--- src/rtl/bpa_pkg.sv ---
package bpa_pkg;
   typedef enum logic [1:0] {
      SEL_CTRL = 2'd0,
      SEL_BUF  = 2'd1,
      SEL_USED = 2'd2,
      SEL_LEFT = 2'd3
   } bpa_sel_e;
endpackage

--- src/rtl/bpa_idx_fifo.sv ---
module bpa_idx_fifo #(
   parameter int DEPTH = 16,
   localparam int IDX_W = $clog2(DEPTH),
   localparam int LVL_W = $clog2(DEPTH + 1)
) (
   input  logic             clk,
   input  logic             rst_n,
   input  logic             init,
   input  logic [LVL_W-1:0] init_count,
   input  logic             push,
   input  logic [IDX_W-1:0] push_idx,
   input  logic             pop,
   output logic [IDX_W-1:0] head_idx,
   output logic [LVL_W-1:0] level
);
   logic [IDX_W-1:0] slots [DEPTH];
   logic [IDX_W-1:0] rd_ptr, wr_ptr;

   function automatic logic [IDX_W-1:0] step(input logic [IDX_W-1:0] p);
      return (p == IDX_W'(DEPTH - 1)) ? '0 : p + 1'b1;
   endfunction

   assign head_idx = slots[rd_ptr];

   always_ff @(posedge clk or negedge rst_n) begin
      if (!rst_n) begin
         rd_ptr <= '0;
         wr_ptr <= '0;
         level  <= '0;
         for (int i = 0; i < DEPTH; i++) slots[i] <= '0;
      end else if (init) begin
         rd_ptr <= '0;
         wr_ptr <= (init_count >= LVL_W'(DEPTH)) ? '0 : init_count[IDX_W-1:0];
         level  <= init_count;
         for (int i = 0; i < DEPTH; i++) slots[i] <= IDX_W'(i);
      end else begin
         if (push) begin
            slots[wr_ptr] <= push_idx;
            wr_ptr        <= step(wr_ptr);
         end
         if (pop) rd_ptr <= step(rd_ptr);
         if (push && !pop)      level <= level + 1'b1;
         else if (pop && !push) level <= level - 1'b1;
      end
   end


   fifo_no_overflow_chk: assert property (@(posedge clk) disable iff (!rst_n)
      push |-> level < LVL_W'(DEPTH));

   fifo_no_underflow_chk: assert property (@(posedge clk) disable iff (!rst_n)
      pop |-> level != '0);
endmodule

--- src/rtl/bpa_owner_map.sv ---
module bpa_owner_map #(
   parameter int NBUF = 16,
   localparam int IDX_W = $clog2(NBUF)
) (
   input  logic             clk,
   input  logic             rst_n,
   input  logic             clear,
   input  logic             take,
   input  logic [IDX_W-1:0] take_idx,
   input  logic             give,
   input  logic [IDX_W-1:0] give_idx,
   output logic [NBUF-1:0]  owned
);
   for (genvar g = 0; g < NBUF; g++) begin : g_bit
      always_ff @(posedge clk or negedge rst_n) begin
         if (!rst_n)                                 owned[g] <= 1'b0;
         else if (clear)                             owned[g] <= 1'b0;
         else if (take && take_idx == IDX_W'(g))     owned[g] <= 1'b1;
         else if (give && give_idx == IDX_W'(g))     owned[g] <= 1'b0;
      end
   end


   no_double_handout_chk: assert property (@(posedge clk) disable iff (!rst_n)
      take |-> !owned[take_idx]);

   give_only_owned_chk: assert property (@(posedge clk) disable iff (!rst_n)
      give |-> owned[give_idx]);
endmodule

--- src/rtl/bpa_addr_decode.sv ---
module bpa_addr_decode #(
   parameter int ADDR_W = 32,
   parameter int SZ_W   = 5,
   parameter int IDX_W  = 4,
   parameter int CNT_W  = 5
) (
   input  logic [ADDR_W-1:0] addr,
   input  logic [ADDR_W-1:0] base,
   input  logic [SZ_W-1:0]   size_log2,
   input  logic [CNT_W-1:0]  count,
   output logic [IDX_W-1:0]  idx,
   output logic              shape_ok
);
   logic [ADDR_W-1:0] offset, low_mask, slot;

   always_comb begin
      offset   = addr - base;
      low_mask = ~({ADDR_W{1'b1}} << size_log2);
      slot     = offset >> size_log2;
      shape_ok = (addr >= base) && ((offset & low_mask) == '0)
                 && (slot < ADDR_W'(count));
      idx      = slot[IDX_W-1:0];
   end
endmodule

--- src/rtl/buf_pool_alloc.sv ---
module buf_pool_alloc
   import bpa_pkg::*;
#(
   parameter int ADDR_W   = 32,
   parameter int MAX_BUFS = 16,
   parameter int SZ_W     = 5,
   localparam int IDX_W   = $clog2(MAX_BUFS),
   localparam int CNT_W   = $clog2(MAX_BUFS + 1)
) (
   input  logic              clk,
   input  logic              rst_n,
   input  logic [ADDR_W-1:0] cfg_base,
   input  logic [CNT_W-1:0]  cfg_count,
   input  logic [SZ_W-1:0]   cfg_size_log2,
   input  logic              req_valid,
   input  logic              req_write,
   input  logic [1:0]        req_sel,
   input  logic [ADDR_W-1:0] req_wdata,
   output logic              rsp_valid,
   output logic [ADDR_W-1:0] rsp_rdata,
   output logic              err_o
);
   if (MAX_BUFS < 2) begin : g_bad_depth
      $error("MAX_BUFS must be at least 2");
   end
   if (ADDR_W <= IDX_W + 1) begin : g_bad_width
      $error("ADDR_W too narrow for MAX_BUFS");
   end

   logic              en_q, err_q;
   logic [CNT_W-1:0]  used_q, level, count_eff;
   logic [IDX_W-1:0]  head_idx, free_idx;
   logic [MAX_BUFS-1:0] owned;
   logic              shape_ok;
   logic              ctrl_wr, init, alloc_rd, pop, free_wr, good_free, bad_free;
   logic [ADDR_W-1:0] alloc_addr, size_mask;
   bpa_sel_e          sel;

   assign sel       = bpa_sel_e'(req_sel);
   assign count_eff = (cfg_count > CNT_W'(MAX_BUFS)) ? CNT_W'(MAX_BUFS) : cfg_count;
   assign ctrl_wr   = req_valid && req_write && sel == SEL_CTRL;
   assign init      = ctrl_wr && req_wdata[0] && !en_q;
   assign alloc_rd  = req_valid && !req_write && sel == SEL_BUF;
   assign pop       = alloc_rd && en_q && level != '0;
   assign free_wr   = req_valid && req_write && sel == SEL_BUF && en_q;
   assign good_free = free_wr && shape_ok && owned[free_idx];
   assign bad_free  = free_wr && !good_free;
   assign alloc_addr = cfg_base + (ADDR_W'(head_idx) << cfg_size_log2);
   assign size_mask  = ~({ADDR_W{1'b1}} << cfg_size_log2);

   bpa_addr_decode #(.ADDR_W(ADDR_W), .SZ_W(SZ_W), .IDX_W(IDX_W), .CNT_W(CNT_W)) decode_i (
      .addr(req_wdata), .base(cfg_base), .size_log2(cfg_size_log2), .count(count_eff),
      .idx(free_idx), .shape_ok(shape_ok));

   bpa_idx_fifo #(.DEPTH(MAX_BUFS)) fifo_i (
      .clk(clk), .rst_n(rst_n), .init(init), .init_count(count_eff),
      .push(good_free), .push_idx(free_idx), .pop(pop),
      .head_idx(head_idx), .level(level));

   bpa_owner_map #(.NBUF(MAX_BUFS)) owner_i (
      .clk(clk), .rst_n(rst_n), .clear(init),
      .take(pop), .take_idx(head_idx), .give(good_free), .give_idx(free_idx),
      .owned(owned));

   always_ff @(posedge clk or negedge rst_n) begin
      if (!rst_n) begin
         en_q   <= 1'b0;
         err_q  <= 1'b0;
         used_q <= '0;
      end else begin
         if (ctrl_wr) en_q <= req_wdata[0];
         if (init)          err_q <= 1'b0;
         else if (bad_free) err_q <= 1'b1;
         if (init)           used_q <= '0;
         else if (pop)       used_q <= used_q + 1'b1;
         else if (good_free) used_q <= used_q - 1'b1;
      end
   end

   always_ff @(posedge clk or negedge rst_n) begin
      if (!rst_n) begin
         rsp_valid <= 1'b0;
         rsp_rdata <= '0;
      end else begin
         rsp_valid <= req_valid && !req_write;
         if (req_valid && !req_write) begin
            unique case (sel)
               SEL_CTRL: rsp_rdata <= ADDR_W'({err_q, en_q});
               SEL_BUF:  rsp_rdata <= pop ? alloc_addr : '0;
               SEL_USED: rsp_rdata <= ADDR_W'(used_q);
               SEL_LEFT: rsp_rdata <= ADDR_W'(level);
            endcase
         end
      end
   end

   assign err_o = err_q;


   count_balance_chk: assert property (@(posedge clk) disable iff (!rst_n)
      en_q |-> ({1'b0, used_q} + {1'b0, level}) == {1'b0, count_eff});

   empty_returns_zero_chk: assert property (@(posedge clk) disable iff (!rst_n)
      (alloc_rd && (!en_q || level == '0)) |=> rsp_valid && rsp_rdata == '0);

   alloc_aligned_chk: assert property (@(posedge clk) disable iff (!rst_n)
      pop |=> rsp_rdata >= cfg_base && ((rsp_rdata - cfg_base) & size_mask) == '0);

   bad_free_ignored_chk: assert property (@(posedge clk) disable iff (!rst_n)
      bad_free |=> $stable(used_q) && err_o);

   disabled_free_ignored_chk: assert property (@(posedge clk) disable iff (!rst_n)
      (req_valid && req_write && sel == SEL_BUF && !en_q) |=> $stable(used_q) && $stable(level) && $stable(err_o));
endmodule

--- config.mk ---
export PLATFORM = sky130hd
export DESIGN_NAME = buf_pool_alloc
export DESIGN_NICKNAME = d
export VERILOG_FILES = /design/src/rtl/bpa_pkg.sv /design/src/rtl/bpa_idx_fifo.sv /design/src/rtl/bpa_owner_map.sv /design/src/rtl/bpa_addr_decode.sv /design/src/rtl/buf_pool_alloc.sv
export SDC_FILE = /design/constraint.sdc
export NUM_CORES = 1
export LEC_CHECK = 0
export BUFFER_PORTS_ARGS = -buffer_cell sky130_fd_sc_hd__buf_2
export CAP_MARGIN = 10
export CORE_MARGIN = 2
export CORE_UTILIZATION = 55
export CTS_BUF_LIST = sky130_fd_sc_hd__clkbuf_4 sky130_fd_sc_hd__clkbuf_8
export CTS_CLUSTER_DIAMETER = 40
export CTS_CLUSTER_SIZE = 12
export DETAILED_ROUTE_END_ITERATION = 10
export PLACE_DENSITY = 0.72
export SLEW_MARGIN = 5
export SYNTH_ARGS = -nofsm -noshare
export SYNTH_HDL_FRONTEND = slang
export SYNTH_SLANG_ARGS = --single-unit
--- constraint.sdc ---
create_clock -name clk -period 7.5 [get_ports clk]
set_input_delay 1.125 -clock clk [delete_from_list [all_inputs] [get_ports clk]]
set_output_delay 1.125 -clock clk [all_outputs]
set_load 0.1 [all_outputs]
==> flow_metrics.py <==
metrics = {
    "status": {
        "status": "finished clean",
    },
    "synthesis": {
        "synth-compound-area-share": 0.232,
        "synth_cell_types": 93,
        "ys.flop_type": "dfrtp_1",
        "ys_warn_count": 0,
        "yosysSeqAreaShare": 0.244,
        "synth-edff-count": 0,
        "muxShareOfSynthArea": 0.135,
        "async_flop_share": 1.00,
        "avgSynthCellArea_sq_um": 8.34,
        "synthCells": 1638,
        "syn_area_sq_um": 13700,
        "synthSimpleGateAreaFrac": 0.219,
        "synth_top_family_by_area": "compound AO/OA/AOI/OAI gates",
        "synth_seq_cells": 133,
        "synth_xor_area_frac": 0.0372,
        "synth-adder-area-share": 0.0808,
        "synth_nets": 1803,
    },
    "grt": {
        "grt_overflow_total": 0,
        "grt_start_max_net_pins": 65,
        "grt_pass1_vias": 12900,
        "grt_pass1_wl_mm": 72.6,
        "track_usage": 0.354,
        "antenna_found_initial": 2,
    },
    "cells_and_area": {
        "area_growth_pct": 10.6,
        "finalInstanceArea_sq_um": 15100,
        "final_common_cell": "nor2_1",
        "drive_gt1_frac": 0.177,
        "antenna_cells": 0,
        "nFillCells": 2140,
        "final-seq-area_sq_um": 3330,
        "multi_input_area_sq_um": 9700,
        "final_cell_mix": "nor2_1 (188), nand2_1 (179), dfrtp_1 (133)",
        "finalCoreUtilization": 0.621,
        "fin_nets": 1891,
    },
    "route": {
        "dr.pass1.iters": 7,
        "drc": 0,
        "wl_per_cell_um": 22.3,
        "via_per_inst": 6.63,
        "dr_total_vias": 13700,
        "ant_nets": 0,
        "first_iter_violations": 1360,
        "wirelength_mm": 45.9,
    },
    "clock_network": {
        "clk_pin_slew_ps": 80,
        "htreeDepth": 4,
        "clock_sinks": 133,
        "cts_buffers": 17,
        "root_buffer": "clkbuf_8",
        "clock_latency_ps": 470,
        "cts_buffer_depth": 2,
        "cts_tree": "built",
    },
    "sta": {
        "timing.final.crit_period_ps": 7010,
        "fin_crit_sh": 0.935,
        "setup_viol": 0,
        "fmax_mhz": 143,
        "worstMarginPinSlew_ps": 910,
        "hold_viol_final": 0,
        "drv_slew": 0,
        "finalClockSkew_ps": 27.0,
        "maxSlewHeadroom": 0.393,
    },
    "setup_path": {
        "rrSetupSlack_ps": 1370,
        "worstPathRequired_ps": 7860,
        "critPathKind": "in -> reg",
        "start_kind": "input port",
        "cp_max_fo": 5,
        "crit_path_end_kind": "register",
        "cp.arrival_ps": 7370,
        "slowest_stage": "o31ai_2",
        "crit_path_max_incr_delay_ps": 460,
    },
    "die": {
        "rows": 57,
        "die_area_sq_um": 26100,
        "core_area_sq_um": 24300,
        "die_w_um": 162,
        "start_util": 0.562,
        "die_height_um": 162,
        "ios": 114,
    },
    "power": {
        "powerDensity_nw_per_um2": 199,
        "leakage_nw": 7.15,
        "peakVddDrop_uv": 232,
    },
    "placed_design": {
        "dpl_cell_area_sq_um": 14600,
        "numPortBuffers": 113,
        "dp_hpwl_mm": 35.3,
        "place_congestion": 1.01,
    },
    "flow_run": {
        "drv_cap": 0,
    },
    "min_path": {
        "hp-class": "reg -> reg",
    },
}
-- sequential cells by signal, indices dropped and copies added (netlist names) --
name,cells
en_q,1
rsp_rdata,32
fifo_i.rd_ptr,4
fifo_i.level,5
fifo_i.wr_ptr,4
rsp_valid,1
err_o,1
owner_i.owned,16
fifo_i.slots,64
used_q,5
-- per-layer routing --
layer	global-route usage	wire [um]	vias up
met3	0.0853	4570	112
met4	0.102	1290	4
met1	0.510	20100	6627
li1	-	-	6231
met5	0	21	-
met2	0.531	19900	709
-- critical path: cells and delay by family --
family	cells	cell delay [ps]
compound gates	17	3320
fa+ha+maj	5	1160
simple gates	5	990
buf+inv	5	520
xor+xnor	1	140
mux	1	100
-- stage by stage --
step	setup WS (ps)	hold slack [ps]	cells	TNS, ps	total power, mW
2_1_floorplan	555	472	1638	0	1.94
3_3_place_gp	385	463	2030	0	2.30
3_5_place_dp	90.3	468	2030	0	2.32
4_1_cts	531	495	2062	0	2.98
5_1_grt	-13.9	523	2063	-13.9	3.17
6_report	491	492	2063	0	3.00
-- cells in the mapped netlist (31+ instances only) --
cell,n,area (sq um)
a21oi_1,93,465
clkbuf_1,57,214
dfrtp_1,133,3330
ha_1,81,1010
inv_1,71,267
mux2i_1,96,961
mux4_2,33,743
nand2_1,179,672
nand4_1,32,200
nor2_1,188,706
o21ai_0,91,455
xnor2_1,31,272
-- power by group --
group / internal (mW) / switching (mW) / total [mW]
Sequential: 0.822 / 0.105 / 0.927
Clock: 0.315 / 0.337 / 0.652
Combinational: 0.530 / 0.895 / 1.42
Total: 1.67 / 1.34 / 3.00
-- worst paths after layout --
kind / startpoint / endpoint / cells after the start
setup / recovery: req_wdata[0] / fifo_i.level[3] / 34
hold / removal: rsp_rdata[31] / rsp_rdata[31] / 2
setup reg to reg: fifo_i.rd_ptr[0] / rsp_rdata[24] / 22
hold reg to reg: rsp_rdata[31] / rsp_rdata[31] / 2
max in group asynchronous: rst_n / fifo_i.slots[9] / 2
min in group asynchronous: rst_n / fifo_i.wr_ptr[3] / 1
-- logic make-up (layout without fill, tap and decap cells) --
family / Yosys count / in the layout
simple gates: 594 / 594
compound gates: 455 / 455
buf+inv: 171 / 272
mux: 141 / 141
flops: 133 / 133
fa+ha+maj: 86 / 86
xor+xnor: 58 / 58
-- repair_timing --
item | CTS | global route
setup buffers | 0 | 1
hold buffers | 0 | 0
gates resized for setup | 0 | 12
endpoints found under the setup margin | 0 | 2
-- cell type report --
type                       count  area share
multi-input combinational   1334       0.642
timing repair buffer         168      0.0657
inverter                      72      0.0179
tap                          324      0.0268
sequential                   133       0.220
clock inverter                14      0.0110
clock buffer                  18      0.0164
No activity file was read; power rests on OpenSTA's default activity.
